[config.mk]
export PLATFORM = sky130hd
export DESIGN_NAME = i2c_flag_monitor
export DESIGN_NICKNAME = d
export VERILOG_FILES = /design/src/rtl/i2c_flag_pkg.sv /design/src/rtl/i2c_pin_sync.sv /design/src/rtl/i2c_bus_cond.sv /design/src/rtl/i2c_sticky_flag.sv /design/src/rtl/i2c_flag_monitor.sv
export SDC_FILE = /design/constraint.sdc
export NUM_CORES = 1
export LEC_CHECK = 0
export ABC_CLOCK_PERIOD_IN_PS = 1600
export BUFFER_PORTS_ARGS = -buffer_cell sky130_fd_sc_hd__buf_2
export CORE_AREA = 4 4 41 43
export DETAILED_ROUTE_END_ITERATION = 12
export DIE_AREA = 0 0 45 47
export PLACE_DENSITY_LB_ADDON = 0.08
export SLEW_MARGIN = 20
export SYNTH_ARGS = -nofsm -noshare
export SYNTH_HDL_FRONTEND = slang
export SYNTH_SLANG_ARGS = --single-unit
[constraint.sdc]
create_clock -name clk -period 1.6 [get_ports clk]
set_input_delay 0.24 -clock clk [delete_from_list [all_inputs] [get_ports clk]]
set_output_delay 0.24 -clock clk [all_outputs]
set_load 0.01 [all_outputs]
[src/rtl/i2c_flag_pkg.sv]
// Shared constants for the I2C status-flag monitor.
// Assumes: flag bit 0 is the stop flag and bit 1 is the arbitration/overrun flag.
package i2c_flag_pkg;
    localparam int FLAG_W    = 2;
    localparam int FLAG_STOP = 0;
    localparam int FLAG_ARB  = 1;
endpackage

[src/rtl/i2c_pin_sync.sv]
// Multi-stage synchronizer for the bus pins.
// Assumes: the pins are asynchronous. Reset loads the idle bus level (all ones).
module i2c_pin_sync #(
    parameter int STAGES = 2,
    parameter int WIDTH  = 2
) (
    input  logic             clk,
    input  logic             rst_n,
    input  logic [WIDTH-1:0] pin_in,
    output logic [WIDTH-1:0] pin_sync
);
    logic [STAGES-1:0][WIDTH-1:0] chain_q;

    genvar g;
    generate
        for (g = 0; g < STAGES; g++) begin : g_stage
            // Shift the pin levels one stage along the chain.
            always_ff @(posedge clk) begin
                if (!rst_n) chain_q[g] <= '1;
                else if (g == 0) chain_q[g] <= pin_in;
                else chain_q[g] <= chain_q[(g == 0) ? 0 : g-1];
            end
        end
    endgenerate

    assign pin_sync = chain_q[STAGES-1];
endmodule

[src/rtl/i2c_bus_cond.sv]
// Finds start and stop conditions and SCL rising edges on the synchronized pins.
// Assumes: the inputs are already synchronous to clk.
module i2c_bus_cond (
    input  logic clk,
    input  logic rst_n,
    input  logic scl_s,
    input  logic sda_s,
    output logic start_c,
    output logic stop_c,
    output logic scl_rise
);
    logic scl_q, sda_q;

    // Keep the previous synchronized levels for edge detection.
    always_ff @(posedge clk) begin
        if (!rst_n) begin
            scl_q <= 1'b1;
            sda_q <= 1'b1;
        end else begin
            scl_q <= scl_s;
            sda_q <= sda_s;
        end
    end

    assign start_c  = scl_s & scl_q & sda_q & ~sda_s;
    assign stop_c   = scl_s & scl_q & ~sda_q & sda_s;
    assign scl_rise = scl_s & ~scl_q;
endmodule

[src/rtl/i2c_sticky_flag.sv]
// One sticky status flag that software clears by reading it as 1 and then writing 0.
// Assumes: a setting event has priority over a clearing write, and any write uses up the read qualification.
module i2c_sticky_flag (
    input  logic clk,
    input  logic rst_n,
    input  logic set_evt,
    input  logic rd_en,
    input  logic wr_en,
    input  logic wr_bit,
    output logic flag
);
    logic armed_q;

    // Update the flag and its read-as-1 qualification.
    always_ff @(posedge clk) begin
        if (!rst_n) begin
            flag    <= 1'b0;
            armed_q <= 1'b0;
        end else if (set_evt) begin
            flag    <= 1'b1;
            armed_q <= 1'b0;
        end else if (wr_en) begin
            if (!wr_bit && armed_q) flag <= 1'b0;
            armed_q <= 1'b0;
        end else if (rd_en) begin
            armed_q <= flag;
        end
    end

    // A flag falls only after a qualified write of 0.
    assert_clear_after_read_R6: assert property (@(posedge clk) disable iff (!rst_n)
        $fell(flag) |-> $past(armed_q && wr_en && !wr_bit));

    // A setting event always leaves the flag set, whatever software writes.
    assert_set_wins_R7: assert property (@(posedge clk) disable iff (!rst_n)
        set_evt |=> flag);

    // A flag rises only after a setting event.
    assert_rise_has_cause_R4: assert property (@(posedge clk) disable iff (!rst_n)
        $rose(flag) |-> $past(set_evt));
endmodule

[src/rtl/i2c_flag_monitor.sv]
// Status-flag logic of an I2C controller: stop detection, arbitration loss and overrun.
// Assumes: the event strobes and sda_drive are synchronous to clk and the pins are asynchronous.
module i2c_flag_monitor
    import i2c_flag_pkg::*;
#(
    parameter int SYNC_STAGES = 2
) (
    input  logic              clk,
    input  logic              rst_n,
    input  logic              scl_pin,
    input  logic              sda_pin,
    input  logic              sda_drive,
    input  logic              is_master,
    input  logic              is_transmit,
    input  logic              sync_format,
    input  logic              gen_call_evt,
    input  logic              addr_match_evt,
    input  logic              frame_done,
    input  logic              last_bit_rx,
    input  logic              rx_full,
    input  logic              reg_rd,
    input  logic              reg_wr,
    input  logic [FLAG_W-1:0] reg_wdata,
    output logic [FLAG_W-1:0] reg_rdata,
    output logic              start_det,
    output logic              stop_det,
    output logic              arb_lost_pulse
);
    logic [1:0]        pins_s;
    logic              scl_s, sda_s, scl_rise;
    logic              mst_arm_q, slv_arm_q;
    logic              set_stop, set_arb_bus, set_ovr;
    logic [FLAG_W-1:0] set_vec;

    i2c_pin_sync #(.STAGES(SYNC_STAGES), .WIDTH(2)) u_sync (
        .clk(clk), .rst_n(rst_n), .pin_in({scl_pin, sda_pin}), .pin_sync(pins_s));
    assign scl_s = pins_s[1];
    assign sda_s = pins_s[0];

    i2c_bus_cond u_cond (
        .clk(clk), .rst_n(rst_n), .scl_s(scl_s), .sda_s(sda_s),
        .start_c(start_det), .stop_c(stop_det), .scl_rise(scl_rise));

    // Arm the stop flag from earlier bus events; every stop disarms it.
    always_ff @(posedge clk) begin
        if (!rst_n) begin
            mst_arm_q <= 1'b0;
            slv_arm_q <= 1'b0;
        end else if (stop_det) begin
            mst_arm_q <= 1'b0;
            slv_arm_q <= 1'b0;
        end else begin
            if (frame_done) mst_arm_q <= 1'b1;
            if (start_det || gen_call_evt || addr_match_evt) slv_arm_q <= 1'b1;
        end
    end

    // Work out the setting events for each flag.
    always_comb begin
        set_stop    = stop_det && (is_master ? mst_arm_q : slv_arm_q);
        set_arb_bus = !sync_format && is_master &&
                      ((is_transmit && scl_rise && (sda_drive != sda_s)) ||
                       (start_det && sda_drive));
        set_ovr     = sync_format && last_bit_rx && rx_full;
        set_vec            = '0;
        set_vec[FLAG_STOP] = set_stop;
        set_vec[FLAG_ARB]  = set_arb_bus || set_ovr;
    end

    genvar f;
    generate
        for (f = 0; f < FLAG_W; f++) begin : g_flag
            i2c_sticky_flag u_flag (
                .clk(clk), .rst_n(rst_n), .set_evt(set_vec[f]),
                .rd_en(reg_rd), .wr_en(reg_wr), .wr_bit(reg_wdata[f]),
                .flag(reg_rdata[f]));
        end
    endgenerate

    // Register the one-cycle arbitration-lost pulse for the transmit logic.
    always_ff @(posedge clk) begin
        if (!rst_n) arb_lost_pulse <= 1'b0;
        else arb_lost_pulse <= set_arb_bus;
    end

    // The arbitration pulse comes with the shared flag set.
    assert_pulse_with_flag_R8: assert property (@(posedge clk) disable iff (!rst_n)
        arb_lost_pulse |-> reg_rdata[FLAG_ARB]);

    // An overrun never raises the arbitration pulse.
    assert_no_pulse_on_overrun_R10: assert property (@(posedge clk) disable iff (!rst_n)
        arb_lost_pulse |-> !$past(sync_format));

    // A master stop that follows a completed frame sets the stop flag.
    assert_master_stop_R3: assert property (@(posedge clk) disable iff (!rst_n)
        (stop_det && is_master && mst_arm_q) |=> reg_rdata[FLAG_STOP]);

    // Start and stop never appear together.
    assert_cond_excl_R2: assert property (@(posedge clk) disable iff (!rst_n)
        !(start_det && stop_det));
endmodule

==> results.cfg <==
[yosys]
yosys.area.top_type = dfxtp_1
yosys-top-cells-count = dfxtp_1, nand2b_1, nor2_1
syn_inst = 51
synth_top_area_share_pct = 51.2
synth_warnings = 0
post_synth_main_area_contributors = dfxtp_1, nand2b_1, mux2i_1, a2111oi_2, buf_4
yosysMostFrequentCell = dfxtp_1
syn_area_per_cell_um2 = 9.96
syn-num-nets = 68
syn_area_um2 = 508
synth_edf_count = 0
synth_ff_type = dfxtp_1
ys_seq_area_share_pct = 51.2
synth.distinct_cells = 20
async_flop_share_pct = 0
ys_ff_latch = 13

[job]
drv_cap = 0

[floorplanning]
coreArea_um2 = 1300
core.rowCount = 13
die_x_um = 45
die_y_um = 47
io_pins = 22
die_area_um2 = 2120
start_util_pct = 39.0

[detailed_routing]
first_pass_iters = 4
avgRoutedWirePerCell_um = 10.4
vias = 394
drt_iter0_markers = 3
wirelength_um = 912
drcViolationCount = 0
via_per_inst = 4.48
ant_nets = 0

[cts]
cts_tree = done
ctsHoldBuffers = 0
worstSkewPairLatency_ns = 0.26
htreeDepth = 1
numCtsBuffers = 3
clockBufferDepth = 2
path_clk_slew_ns = 0.07
cts-root-buf = clkbuf_4
post_cts.repair.setup_buffers = 0
cts.sinks = 13
cts_resized = 0

[pwr]
pwr-share-comb_pct = 9.7
power_density_nw_per_um2 = 919
leakage_nw = 0.305
intPower_mw = 0.464
switching_share_pct = 21.0
p_clk_share_pct = 31.9
p_sw_mw = 0.123
seqPwrFrac_pct = 58.4
p_total_mw = 0.588
ir_drop_uv = 413

[global_routing]
grt_pass1_wl_um = 1400
gr-usage-all-layers_pct = 9.16
overflow = 0
grt_pass1_vias = 342
grt_antenna_before_repair = 0
grt_max_degree = 12

[sta]
hold_viol = 0
setup-violations-final = 0
fin_crit_ns = 1.28
skew_ns = 0.00221
fin_setup_tns_ns = 0
maxSlewHeadroom_pct = 74.7
min_period_over_period_pct = 80.0
rsz0062_at_grt = no
worstMarginPinSlew_ns = 0.379
slew_viol_final = 0
max_freq_mhz = 781

[hold_path]
hp-start = scl_pin
whs_endpoint = u_sync.chain_q[1]
min_path_type = input pin to flop
min_path_cells = 2

[finish]
fillers = 140
syn_to_final_growth_pct = 25.9
finalNetCount = 91
final_cell_area_um2 = 639
diodes = 0
drive_gt1_share_pct = 35.6

[critical_path]
r2r_end = g_flag[1].u_flag.flag
slowest_stage = dfxtp_1
worst_setup_path_end_kind = output pin
max_stage_delay_ns = 0.39
start_kind = flop
cp_max_fo = 5
crit_type = flop to output pin
cp.arrival_ns = 1.04
cp.required_ns = 1.36
reg2regPathDepth = 3
r2r_slack_ns = 0.43
cp_cell_sequence = and4b_2 > buf_2
reg2reg_from = u_cond.scl_q

[place]
routabilityCongestion = 0.694
io_buffers = 21
post_dp_cell_area_um2 = 613
hpwl_um = 765

[run_status]
status = completed
-- final cells by class --
cell class                 count  area, um^2  share of cell area [%]
tap                           15        18.8                    2.94
timing repair buffer          21         105                    16.4
sequential                    13         260                    40.7
inverter                       3        11.3                    1.76
multi-input combinational     32         218                    34.1
clock buffer                   4        26.3                    4.11
-- power by group through the flow --
stage | sequential (mW) | clock (mW) | combinational [mW]
after floorplan | 0.349 | 0 | 0.0327
after global placement | 0.350 | 0 | 0.0590
after detailed placement | 0.351 | 0 | 0.0583
after CTS | 0.343 | 0.198 | 0.0585
after global routing | 0.345 | 0.212 | 0.0647
final | 0.343 | 0.187 | 0.0573
-- logic make-up after synthesis --
group,count (synthesis),synth area share (%)
AOI/OAI and AO/OA,5,8.87
xor gates and xnor gates,1,1.72
buffers and inverters,6,5.91
DFF,13,51.2
muxes,3,5.91
and+or+nand+nor,23,26.4
-- critical path, delay by kind of cell (launching register included) --
kind / cells / cell delay (ns)
buffers and inverters: 1 / 0.14
and+or+nand+nor: 1 / 0.25
DFF: 1 / 0.39
-- layer usage --
| metal | GRT usage, % | routed length, um |
|---|---|---|
| met1 | 11.7 | 418 |
| met2 | 13.3 | 402 |
| met3 | 3.45 | 90 |
| met4 | 5.26 | 0 |
| met5 | 0 | 0 |
-- worst max-delay path by stage --
stage | from | endpoint | slack, ns | cells after the start
floorplan | u_cond.scl_q | g_flag[1].u_flag.flag | 0.52 | 3
global placement | u_cond.scl_q | g_flag[1].u_flag.flag | 0.46 | 3
detailed placement | u_cond.scl_q | g_flag[1].u_flag.flag | 0.42 | 3
CTS | u_sync.pin_sync[0] | start_det | 0.31 | 2
global route | u_sync.pin_sync[0] | start_det | 0.26 | 2
finish | u_sync.pin_sync[0] | start_det | 0.32 | 2
-- flip-flops by register name, indices dropped and copies added, names as in the netlist --
register               flops
arb_lost_pulse             1
g_flag.u_flag.armed_q      2
g_flag.u_flag.flag         2
mst_arm_q                  1
slv_arm_q                  1
u_cond.scl_q               1
u_cond.sda_q               1
u_sync.chain_q             2
u_sync.pin_sync            2
-- through the flow --
step	setup WS, ns	std cells	util, %	hold WS, ns
4_1_cts	0.307	88	49.1	0.143
3_5_place_dp	0.420	84	47.1	0.397
2_1_floorplan	0.517	51	-	0.341
3_3_place_gp	0.458	84	47.1	0.396
5_1_grt	0.264	88	49.1	0.152
6_report	0.320	88	49.1	0.154
-- cells in the final DEF, fill, tap and decap left out, types with 2 or more instances in the layout --
cell type	n
buf_2	21
dfxtp_1	13
nand2b_1	8
nor2_1	4
inv_1	3
nand2_1	3
mux2i_1	3
clkbuf_4	3
nor4_1	2
o21a_1	2
Power figures use the tool's default switching activity.
